### src/rtl/dxl_pkg.sv
package dxl_pkg;
  localparam int NCAUSE  = 6;
  localparam int C_WR    = 0;
  localparam int C_ACV   = 1;
  localparam int C_FONR  = 2;
  localparam int C_FONW  = 3;
  localparam int C_BADVA = 4;
  localparam int C_MISS  = 5;

  typedef enum logic [2:0] {
    FLT_NONE  = 3'd0,
    FLT_ACV   = 3'd1,
    FLT_TRANS = 3'd2,
    FLT_MISS  = 3'd3,
    FLT_MCHK  = 3'd4
  } fault_e;
endpackage

### src/rtl/dxl_mode_sel.sv
module dxl_mode_sel #(
  parameter int MODE_W = 2
) (
  input  logic              pal,
  input  logic              use_alt,
  input  logic [MODE_W-1:0] cur,
  input  logic [MODE_W-1:0] alt,
  output logic [MODE_W-1:0] eff
);
  always_comb begin
    if (!pal)        eff = cur;
    else if (use_alt) eff = alt;
    else              eff = '0;
  end
endmodule

### src/rtl/dxl_classify.sv
module dxl_classify #(
  parameter int VA_W     = 64,
  parameter int IMPL_VA  = 48,
  parameter int PA_W     = 44,
  parameter int SP_LO    = 41,
  parameter int SX_BIT   = 40,
  parameter logic [IMPL_VA-SP_LO-1:0] SP_TAG = 7'h7e
) (
  input  logic [VA_W-1:0] va,
  output logic            bad_va,
  output logic            is_super,
  output logic [PA_W-1:0] super_pa
);
  localparam int HI_W = VA_W - IMPL_VA + 1;

  logic [HI_W-1:0] hi;

  assign hi       = va[VA_W-1:IMPL_VA-1];
  assign bad_va   = !((&hi) || (~|hi));
  assign is_super = !bad_va && (va[IMPL_VA-1:SP_LO] == SP_TAG);

  always_comb begin
    super_pa = va[PA_W-1:0];
    if (va[SX_BIT]) super_pa[PA_W-1:SX_BIT] = '1;
    else            super_pa[PA_W-1:SX_BIT] = '0;
  end
endmodule

### src/rtl/dxl_resolve.sv
module dxl_resolve
  import dxl_pkg::*;
(
  input  logic              bad_va,
  input  logic              is_super,
  input  logic              kernel,
  input  logic              write,
  input  logic              hit,
  input  logic              rd_ok,
  input  logic              wr_ok,
  input  logic              fonr,
  input  logic              fonw,
  input  logic              pa_over,
  output fault_e            flt,
  output logic [NCAUSE-1:0] cause
);
  always_comb begin
    flt   = FLT_NONE;
    cause = '0;
    if (bad_va) begin
      flt           = FLT_TRANS;
      cause[C_WR]   = write;
      cause[C_ACV]  = 1'b1;
      cause[C_BADVA]= 1'b1;
    end else if (is_super) begin
      if (!kernel) begin
        flt          = FLT_ACV;
        cause[C_WR]  = write;
        cause[C_ACV] = 1'b1;
      end
    end else if (!hit) begin
      flt           = FLT_MISS;
      cause[C_WR]   = write;
      cause[C_MISS] = 1'b1;
    end else if (write && !wr_ok) begin
      flt           = FLT_TRANS;
      cause[C_WR]   = 1'b1;
      cause[C_ACV]  = 1'b1;
      cause[C_FONW] = fonw;
    end else if (write && fonw) begin
      flt           = FLT_TRANS;
      cause[C_WR]   = 1'b1;
      cause[C_FONW] = 1'b1;
    end else if (!write && !rd_ok) begin
      flt           = FLT_ACV;
      cause[C_ACV]  = 1'b1;
      cause[C_FONR] = fonr;
    end else if (!write && fonr) begin
      flt           = FLT_TRANS;
      cause[C_FONR] = 1'b1;
    end else if (pa_over) begin
      flt = FLT_MCHK;
    end
  end
endmodule

### src/rtl/dxl_fault_regs.sv
module dxl_fault_regs #(
  parameter int VA_W   = 64,
  parameter int STAT_W = 17
) (
  input  logic              clk,
  input  logic              rst_n,
  input  logic              cap_en,
  input  logic [VA_W-1:0]   va_in,
  input  logic [STAT_W-1:0] stat_in,
  input  logic [VA_W-1:0]   form_in,
  output logic [VA_W-1:0]   va_q,
  output logic [STAT_W-1:0] stat_q,
  output logic [VA_W-1:0]   form_q
);
  logic [VA_W-1:0]   va_d;
  logic [STAT_W-1:0] stat_d;
  logic [VA_W-1:0]   form_d;

  always_comb begin
    va_d   = va_q;
    stat_d = stat_q;
    form_d = form_q;
    if (cap_en) begin
      va_d   = va_in;
      stat_d = stat_in;
      form_d = form_in;
    end
  end

  always_ff @(posedge clk or negedge rst_n) begin
    if (!rst_n) begin
      va_q   <= '0;
      stat_q <= '0;
      form_q <= '0;
    end else begin
      va_q   <= va_d;
      stat_q <= stat_d;
      form_q <= form_d;
    end
  end
endmodule

### src/rtl/dxlate_unit.sv
module dxlate_unit
  import dxl_pkg::*;
#(
  parameter int VA_W     = 64,
  parameter int IMPL_VA  = 48,
  parameter int PA_W     = 44,
  parameter int PG_SHIFT = 13,
  parameter int PPN_W    = 32,
  parameter int MODE_W   = 2,
  parameter int OPC_W    = 6,
  parameter int RA_W     = 5,
  parameter int SP_LO    = 41,
  parameter int SX_BIT   = 40,
  parameter logic [IMPL_VA-SP_LO-1:0] SP_TAG = 7'h7e,
  localparam int VPN_W   = IMPL_VA - PG_SHIFT,
  localparam int NMODE   = 1 << MODE_W,
  localparam int TPA_W   = PPN_W + PG_SHIFT,
  localparam int STAT_W  = OPC_W + RA_W + NCAUSE
) (
  input  logic              clk,
  input  logic              rst_n,
  input  logic              req_valid,
  input  logic [VA_W-1:0]   req_va,
  input  logic              req_write,
  input  logic              req_pc_lsb,
  input  logic              req_alt,
  input  logic [MODE_W-1:0] cur_mode,
  input  logic [MODE_W-1:0] alt_mode,
  input  logic [OPC_W-1:0]  req_opcode,
  input  logic [RA_W-1:0]   req_ra,
  input  logic [VA_W-1:0]   req_ptbr,
  output logic [VPN_W-1:0]  tlb_vpn,
  input  logic              tlb_hit,
  input  logic [PPN_W-1:0]  tlb_ppn,
  input  logic [NMODE-1:0]  tlb_rd_en,
  input  logic [NMODE-1:0]  tlb_wr_en,
  input  logic              tlb_for,
  input  logic              tlb_fow,
  output logic              rsp_valid,
  output logic [PA_W-1:0]   rsp_paddr,
  output logic [2:0]        rsp_fault,
  output logic [VA_W-1:0]   flt_va,
  output logic [STAT_W-1:0] flt_stat,
  output logic [VA_W-1:0]   flt_form
);
  logic [MODE_W-1:0] eff_mode;
  logic              bad_va, is_super;
  logic [PA_W-1:0]   super_pa;
  logic [TPA_W-1:0]  tpa;
  logic              pa_over;
  fault_e            flt;
  logic [NCAUSE-1:0] cause;
  logic              cap_en;
  logic [VA_W-1:0]   form_in;

  logic              rsp_valid_d;
  logic [PA_W-1:0]   rsp_paddr_d;
  logic [2:0]        rsp_fault_d;

  assign tlb_vpn = req_va[IMPL_VA-1:PG_SHIFT];

  dxl_mode_sel #(.MODE_W(MODE_W)) u_mode (
    .pal(req_pc_lsb), .use_alt(req_alt), .cur(cur_mode), .alt(alt_mode), .eff(eff_mode)
  );

  dxl_classify #(
    .VA_W(VA_W), .IMPL_VA(IMPL_VA), .PA_W(PA_W),
    .SP_LO(SP_LO), .SX_BIT(SX_BIT), .SP_TAG(SP_TAG)
  ) u_cls (
    .va(req_va), .bad_va(bad_va), .is_super(is_super), .super_pa(super_pa)
  );

  assign tpa     = {tlb_ppn, req_va[PG_SHIFT-1:0]};
  assign pa_over = |tpa[TPA_W-1:PA_W];

  dxl_resolve u_res (
    .bad_va(bad_va), .is_super(is_super), .kernel(cur_mode == '0),
    .write(req_write), .hit(tlb_hit),
    .rd_ok(tlb_rd_en[eff_mode]), .wr_ok(tlb_wr_en[eff_mode]),
    .fonr(tlb_for), .fonw(tlb_fow), .pa_over(pa_over),
    .flt(flt), .cause(cause)
  );

  assign cap_en  = req_valid && (flt == FLT_ACV || flt == FLT_TRANS || flt == FLT_MISS);
  assign form_in = req_ptbr | {{(VA_W-VPN_W-3){1'b0}}, tlb_vpn, 3'b000};

  dxl_fault_regs #(.VA_W(VA_W), .STAT_W(STAT_W)) u_freg (
    .clk(clk), .rst_n(rst_n), .cap_en(cap_en),
    .va_in(req_va), .stat_in({req_opcode, req_ra, cause}), .form_in(form_in),
    .va_q(flt_va), .stat_q(flt_stat), .form_q(flt_form)
  );

  always_comb begin
    rsp_valid_d = req_valid;
    rsp_paddr_d = rsp_paddr;
    rsp_fault_d = rsp_fault;
    if (req_valid) begin
      rsp_fault_d = flt;
      if (flt != FLT_NONE) rsp_paddr_d = '0;
      else if (is_super)   rsp_paddr_d = super_pa;
      else                 rsp_paddr_d = tpa[PA_W-1:0];
    end
  end

  always_ff @(posedge clk or negedge rst_n) begin
    if (!rst_n) begin
      rsp_valid <= 1'b0;
      rsp_paddr <= '0;
      rsp_fault <= '0;
    end else begin
      rsp_valid <= rsp_valid_d;
      rsp_paddr <= rsp_paddr_d;
      rsp_fault <= rsp_fault_d;
    end
  end
endmodule

### config.mk
export PLATFORM = sky130hd
export DESIGN_NAME = dxlate_unit
export DESIGN_NICKNAME = d
export VERILOG_FILES = /design/src/rtl/dxl_pkg.sv /design/src/rtl/dxl_mode_sel.sv /design/src/rtl/dxl_classify.sv /design/src/rtl/dxl_resolve.sv /design/src/rtl/dxl_fault_regs.sv /design/src/rtl/dxlate_unit.sv
export SDC_FILE = /design/constraint.sdc
export NUM_CORES = 1
export LEC_CHECK = 0
export BUFFER_PORTS_ARGS = -buffer_cell sky130_fd_sc_hd__buf_4
export CELL_PAD_IN_SITES_DETAIL_PLACEMENT = 1
export CELL_PAD_IN_SITES_GLOBAL_PLACEMENT = 1
export CORE_AREA = 2 2 165 167
export CTS_BUF_LIST = sky130_fd_sc_hd__clkbuf_4
export CTS_CLUSTER_DIAMETER = 60
export DETAILED_ROUTE_END_ITERATION = 8
export DIE_AREA = 0 0 167 169
export HOLD_SLACK_MARGIN = 0.05
export PLACE_DENSITY_LB_ADDON = 0.1
export SETUP_SLACK_MARGIN = 0.05
export SLEW_MARGIN = 20
export SYNTH_ARGS = -nofsm -noshare
export SYNTH_HDL_FRONTEND = slang
export SYNTH_SLANG_ARGS = --single-unit
### constraint.sdc
create_clock -name clk -period 0.8 [get_ports clk]
set_input_delay 0.16 -clock clk [delete_from_list [all_inputs] [get_ports clk]]
set_output_delay 0.16 -clock clk [all_outputs]
set_load 0.02 [all_outputs]
; Word-level counts from Yosys, hierarchy flattened
; Cells that the tools add are included.
[word_totals]
regBits = 193
out_inout_bits = 228
in_bits = 192
elab_cells = 66
[classes]
reduce_logical = 17
muxes = 37
n_lt_le_gt_ge = 1
bitwise_logic = 1
n_eq_ne = 4
[ops]
columns = operator, count
row1 = $mux 44, 2
row2 = $or 64x38->64, 1
row3 = $mux 3, 9
row4 = $mux 2, 9
row5 = $reduce_and 17->1, 1
row6 = $reduce_or 17->1, 1
row7 = $mux 1, 14
row8 = $eq 7x7->1 const B, 1
row9 = $eq 3x2->1 const B, 2
row10 = $logic_and 1x1->1, 6
row11 = $bmux 1 s2, 2
row12 = $logic_not 1->1, 4
row13 = $mux 4, 1
row14 = $eq 3x1->1 const B, 1
row15 = $logic_or 1x1->1, 3
row16 = $lt 2x3->1 const B, 1
row17 = $reduce_bool 3->1, 1
row18 = $logic_not 2->1, 1

; Logic depth before layout (Yosys ltp)
[depth]
ltp_word = 16
mapped_depth = 11
depth_no_buf = 7

; By module
; Synthesis repeated with hierarchy kept, for this count alone.
[hier_totals]
hier_cells = 670
hier_area_um2 = 9222.6
[by_module_without_submodules]
columns = mod, area_per_inst_um2, cells_each, seq_area_each_um2, instances
row1 = dxl_fault_regs, 5572.8, 306, 3628.5, 1
row2 = dxlate_unit, 3014.1, 274, 1201.2, 1
row3 = dxl_classify, 437.9, 60, 0.0, 1
row4 = dxl_resolve, 170.2, 24, 0.0, 1
row5 = dxl_mode_sel, 27.5, 6, 0.0, 1

; Worst setup path before layout
; OpenSTA, ideal clock, no wires.
[synth_timing]
path_kind = input-to-reg
from = input port req_va[47]
to = register u_freg.form_q[0]
slack_ns = -1.685
arrival_time_ns = 2.360
setup_ns = 0.125
t_required_ns = 0.675
stages = 11
n_path_buf = 4
path_cell_list = nor4_1 > nand4_1 > or4_1 > and2_1 > buf_6 > nor4_4 > a21oi_1 > buf_6 > buf_6 > buf_6 > mux2_4
[synth_via]
elab_chain_len = 10
word_cells_on_any_way = 14
classes_between = 4 x eq/ne / 2 x mux / 8 x reduce/logical
[synth_rtl]
columns = element, line_no
row1 = start: declaration, dxlate_unit.sv:23  ; input logic [VA_W-1:0] req_va,
row2 = $reduce_or 17->1, dxl_classify.sv:19  ; assign bad_va = !((&hi) || (~|hi));
row3 = $logic_not 1->1, dxl_classify.sv:19
row4 = $logic_or 1x1->1, dxl_classify.sv:19
row5 = $logic_and 1x1->1, dxl_classify.sv:20  ; assign is_super = !bad_va && (va[IMPL_VA-1:SP_LO] == SP_TAG);
row6 = $mux 3, dxl_resolve.sv:25  ; end else if (is_super) begin
row7 = $mux 3 (*), dxl_resolve.sv:20  ; if (bad_va) begin
row8 = $eq 3x1->1 or $eq 3x2->1 (tied branches), dxlate_unit.sv:84  ; assign cap_en = req_valid && (flt == FLT_ACV || flt == FLT_TRANS || flt == FLT_MISS);
row9 = $logic_or 1x1->1, dxlate_unit.sv:84
row10 = $logic_or 1x1->1 (*), dxlate_unit.sv:84
row11 = $logic_and 1x1->1 (*), dxlate_unit.sv:84
row12 = end signal: assignment, dxl_fault_regs.sv:38  ; form_q <= form_d;
row13 = end: declaration, dxl_fault_regs.sv:13  ; output logic [VA_W-1:0] form_q
; Every way passes the cells marked *; elsewhere a longest branch is shown, timed or not.
; A chain may end at the register's enable or synchronous reset.

; Final worst setup path
[layout_timing]
from = input port req_va[55]
to = register rsp_paddr[43]
[layout_via]
elab_chain_len = 8
word_cells_on_any_way = 10
classes_between = 4 x mux / 6 x reduce/logical
[layout_rtl]
columns = element, line_no
row1 = $reduce_or 17->1, dxl_classify.sv:19
row2 = $logic_not 1->1, dxl_classify.sv:19
row3 = $logic_or 1x1->1 (*), dxl_classify.sv:19
row4 = $logic_and 1x1->1, dxl_classify.sv:20
row5 = $mux 3, dxl_resolve.sv:25
row6 = $mux 3, dxl_resolve.sv:20
row7 = $reduce_bool 3->1, dxlate_unit.sv:99  ; if (flt != FLT_NONE) rsp_paddr_d = '0;
row8 = $mux 44 (*), dxlate_unit.sv:99
row9 = end signal: assignment, dxlate_unit.sv:112  ; rsp_paddr <= rsp_paddr_d;
row10 = end: declaration, dxlate_unit.sv:40  ; output logic [PA_W-1:0] rsp_paddr,
; Marked as above.

==> metrics.md <==
| Metric | Value |
|---|---|
| Post-synthesis sequential area ratio | 57.5% |
| Failing checks | setup timing |
| Syn Area/Cell | 12.3 µm² |
| Pre-CTS setup slack | -1940 ps |
| Overflow after GRT | 0 |
| Fmax | 489 MHz |
| Clk_lat worst skew | 570 ps |
| Async SR Flop Fraction | 100% |
| GP Congestion | 0.778 |
| Total power | 22.8 mW |
| HP Class | input pin to asynchronous set/reset pin |
| Worst hold slack | 6.94 ps |
| Mapped Area | 8400 µm² |
| Chip width | 167 µm |
| Clock skew | 0 ps |
| Outcome | finished, violations left |
| Critical Path, Cell by Cell | buf_8, nor4_4, nand4_1, or4_4, and2_4, buf_6, buf_4, nor4_2, nand3b_1, buf_4, clkbuf_4, o22ai_1 |
| Number of synthesized flops with an enable pin | 0 |
| Net count, final | 1511 |
| Slew headroom | 55.8% |
| GRT Overall Usage | 22.2% |
| Initial core utilization | 31.7% |
| Max-Cap Viols | 0 |
| Synthesis-stage register bit count | 193 |
| Mapped Nets | 873 |
| Sink Count | 193 |
| Number of distinct library cells after synthesis | 37 |
| Root Buffer | clkbuf_4 |
| Worst Slack Setup Final | -1240 ps |
| Pin count of the biggest net entering global routing | 52 |
| Total CTS buffers | 17 |
| Post-DP HPWL | 21.7 mm |
| CTS tree | built |
| Top cell type's share of synthesized area | 57.5% |
| Predominant post-synthesis flop cell | dfrtp_1 |
| Area grow syn2layout | 78.3% |
| Lkg Pwr | 7.33 nW |
| Die height | 169 µm |
| Vias/cell | 4.56 |
| Vias post-DR | 7638 |
| CORE AREA | 26500 µm² |
| Fin crit share | 255% |
| Worst Setup End Kind | flop |
| Synth top cells by count | dfrtp_1, inv_1, mux2_2 |
| Initial antenna violation count | 2 |
| Top fanout value on the critical path | 8 |
| DIE AREA | 28200 µm² |
| Avg WL per Cell | 18.9 µm |
| Worst-path clk slew | 180 ps |
| Mapped Cells | 681 |
| IO Port Bufs | 419 |
| Final Hold Viols | 0 |
| H-tree depth | 4 |
| First-pass GRT wire length | 48.7 mm |
| CP bufs+invs | 5 |
| Post-route DRC | 0 |
| Top cell family by delay on the critical path | simple AND/OR/NAND/NOR gates |
| Setup TNS | -322020 ps |
| Antenna violation net count after detailed routing | 0 |
| Clk buf depth | 2 |
| Final cell utilization of the core | 56.5% |
| Top cells by area, synth | dfrtp_1, mux2_2, mux2i_1 |
| Pre-antenna DRT Iters | 4 |
| Ys Warns | 0 |
| Largest area contributor in the netlist | dfrtp_1 |
| Setup-failing EPs final | 385 |
| DRT iter0 DRCs | 267 |
| Routed WL | 31.7 mm |
| Cell mode on critical path | buf_4 |
| CP Data Arrival Time | 2540 ps |
| Core Rows | 60 |
| Actual slew at the worst max-slew pin | 663 ps |
| Vias in the first global route | 8697 |
| Share of layout cells above drive strength 1 | 50.2% |
| P per Cell Area | 1530 nW/µm² |
| Crit path largest cell delay | 440 ps |
| Most common cell in the netlist | dfrtp_1 |
| Critical path type | input pin to flop |
| Ports | 420 |
| Period minus WS final | 2040 ps |
| Slowest-stage cell, CP | or4_4 |
| Worst Path Required | 1300 ps |
| Peak supply drop | 0.893 mV |
| Critical path startpoint category | input pin |
| RSZ-0062 raised after global routing | yes |
| Fin. max-slew vios | 0 |
registers in the layout, summed over array words and instances (netlist names):
name	cells
rsp_fault	3
rsp_paddr	44
rsp_valid	1
u_freg.form_q	64
u_freg.stat_q	17
u_freg.va_q	64
layout by cell type, fill, tap and decap left out, types with 18 or more instances in the layout:
cell	instances
dfrtp_1	193
clkbuf_4	18
buf_4	468
mux2_4	35
inv_1	100
buf_12	18
nor2_1	40
o22ai_1	42
mux2i_1	63
dlygate4sd3_1	174
mux2_2	71
timing repair:
action                                 4_1_cts  5_1_grt
gates cloned                                 6        1
setup endpoints to repair                  385      385
setup buffers                                5        3
hold buffers                               173        1
pin swaps                                    3        2
gates resized for setup                     26       39
endpoints found under the hold margin      381       18
logic make-up after synthesis:
logic type	after synthesis	share of synthesized area, %
compound gates	70	5.38
flops	193	57.5
mux	171	22.5
xor+xnor	1	0.104
simple gates	80	4.83
buf+inv	166	9.72
final cells by class:
cell class | count | area, µm²
fillers | 2826 | 11500
repair buffers | 685 | 6040
flip-flops and latches | 193 | 4830
multi-input cells | 322 | 2970
well taps | 341 | 427
inverters | 100 | 375
clock inverters | 15 | 193
clock buffers | 17 | 128
diodes | 3 | 7.51
stage by stage:
step | cell area [µm²] | cells
floorplan | 8450 | 681
global placement | 12400 | 1452
detailed placement | 12400 | 1452
CTS | 14800 | 1668
global route | 15000 | 1676
finish | 15000 | 1676
per-layer routing:
metal  part of all wire [%]  track usage, %  wire [µm]
met5                      0               0          0
met1                     38            24.8      12200
met4                    2.4            5.81        753
met3                    5.7            6.03       1820
met2                     54            41.4      17000
final timing paths:
| check | from | to | slack (ps) | depth (start not counted) |
|---|---|---|---|---|
| setup / recovery | req_va[55] | rsp_paddr[43] | -1240 | 12 |
| hold / removal | rst_n | u_freg.va_q[56] | 7 | 2 |
| setup reg to reg | u_freg.form_q[0] | u_freg.form_q[0] | -20 | 1 |
| hold reg to reg | u_freg.stat_q[5] | u_freg.stat_q[5] | 530 | 2 |
| max in group asynchronous | rst_n | u_freg.form_q[29] | 280 | 3 |
| min in group clk | req_valid | u_freg.stat_q[1] | 10 | 4 |
power by group:
group | leakage, nW | switching (mW) | internal (mW)
sequential | 2.31 | 0.417 | 10.4
clock | 0.168 | 4.02 | 1.76
combinational | 4.85 | 2.81 | 3.39
No activity file was read; power rests on OpenSTA's default activity.
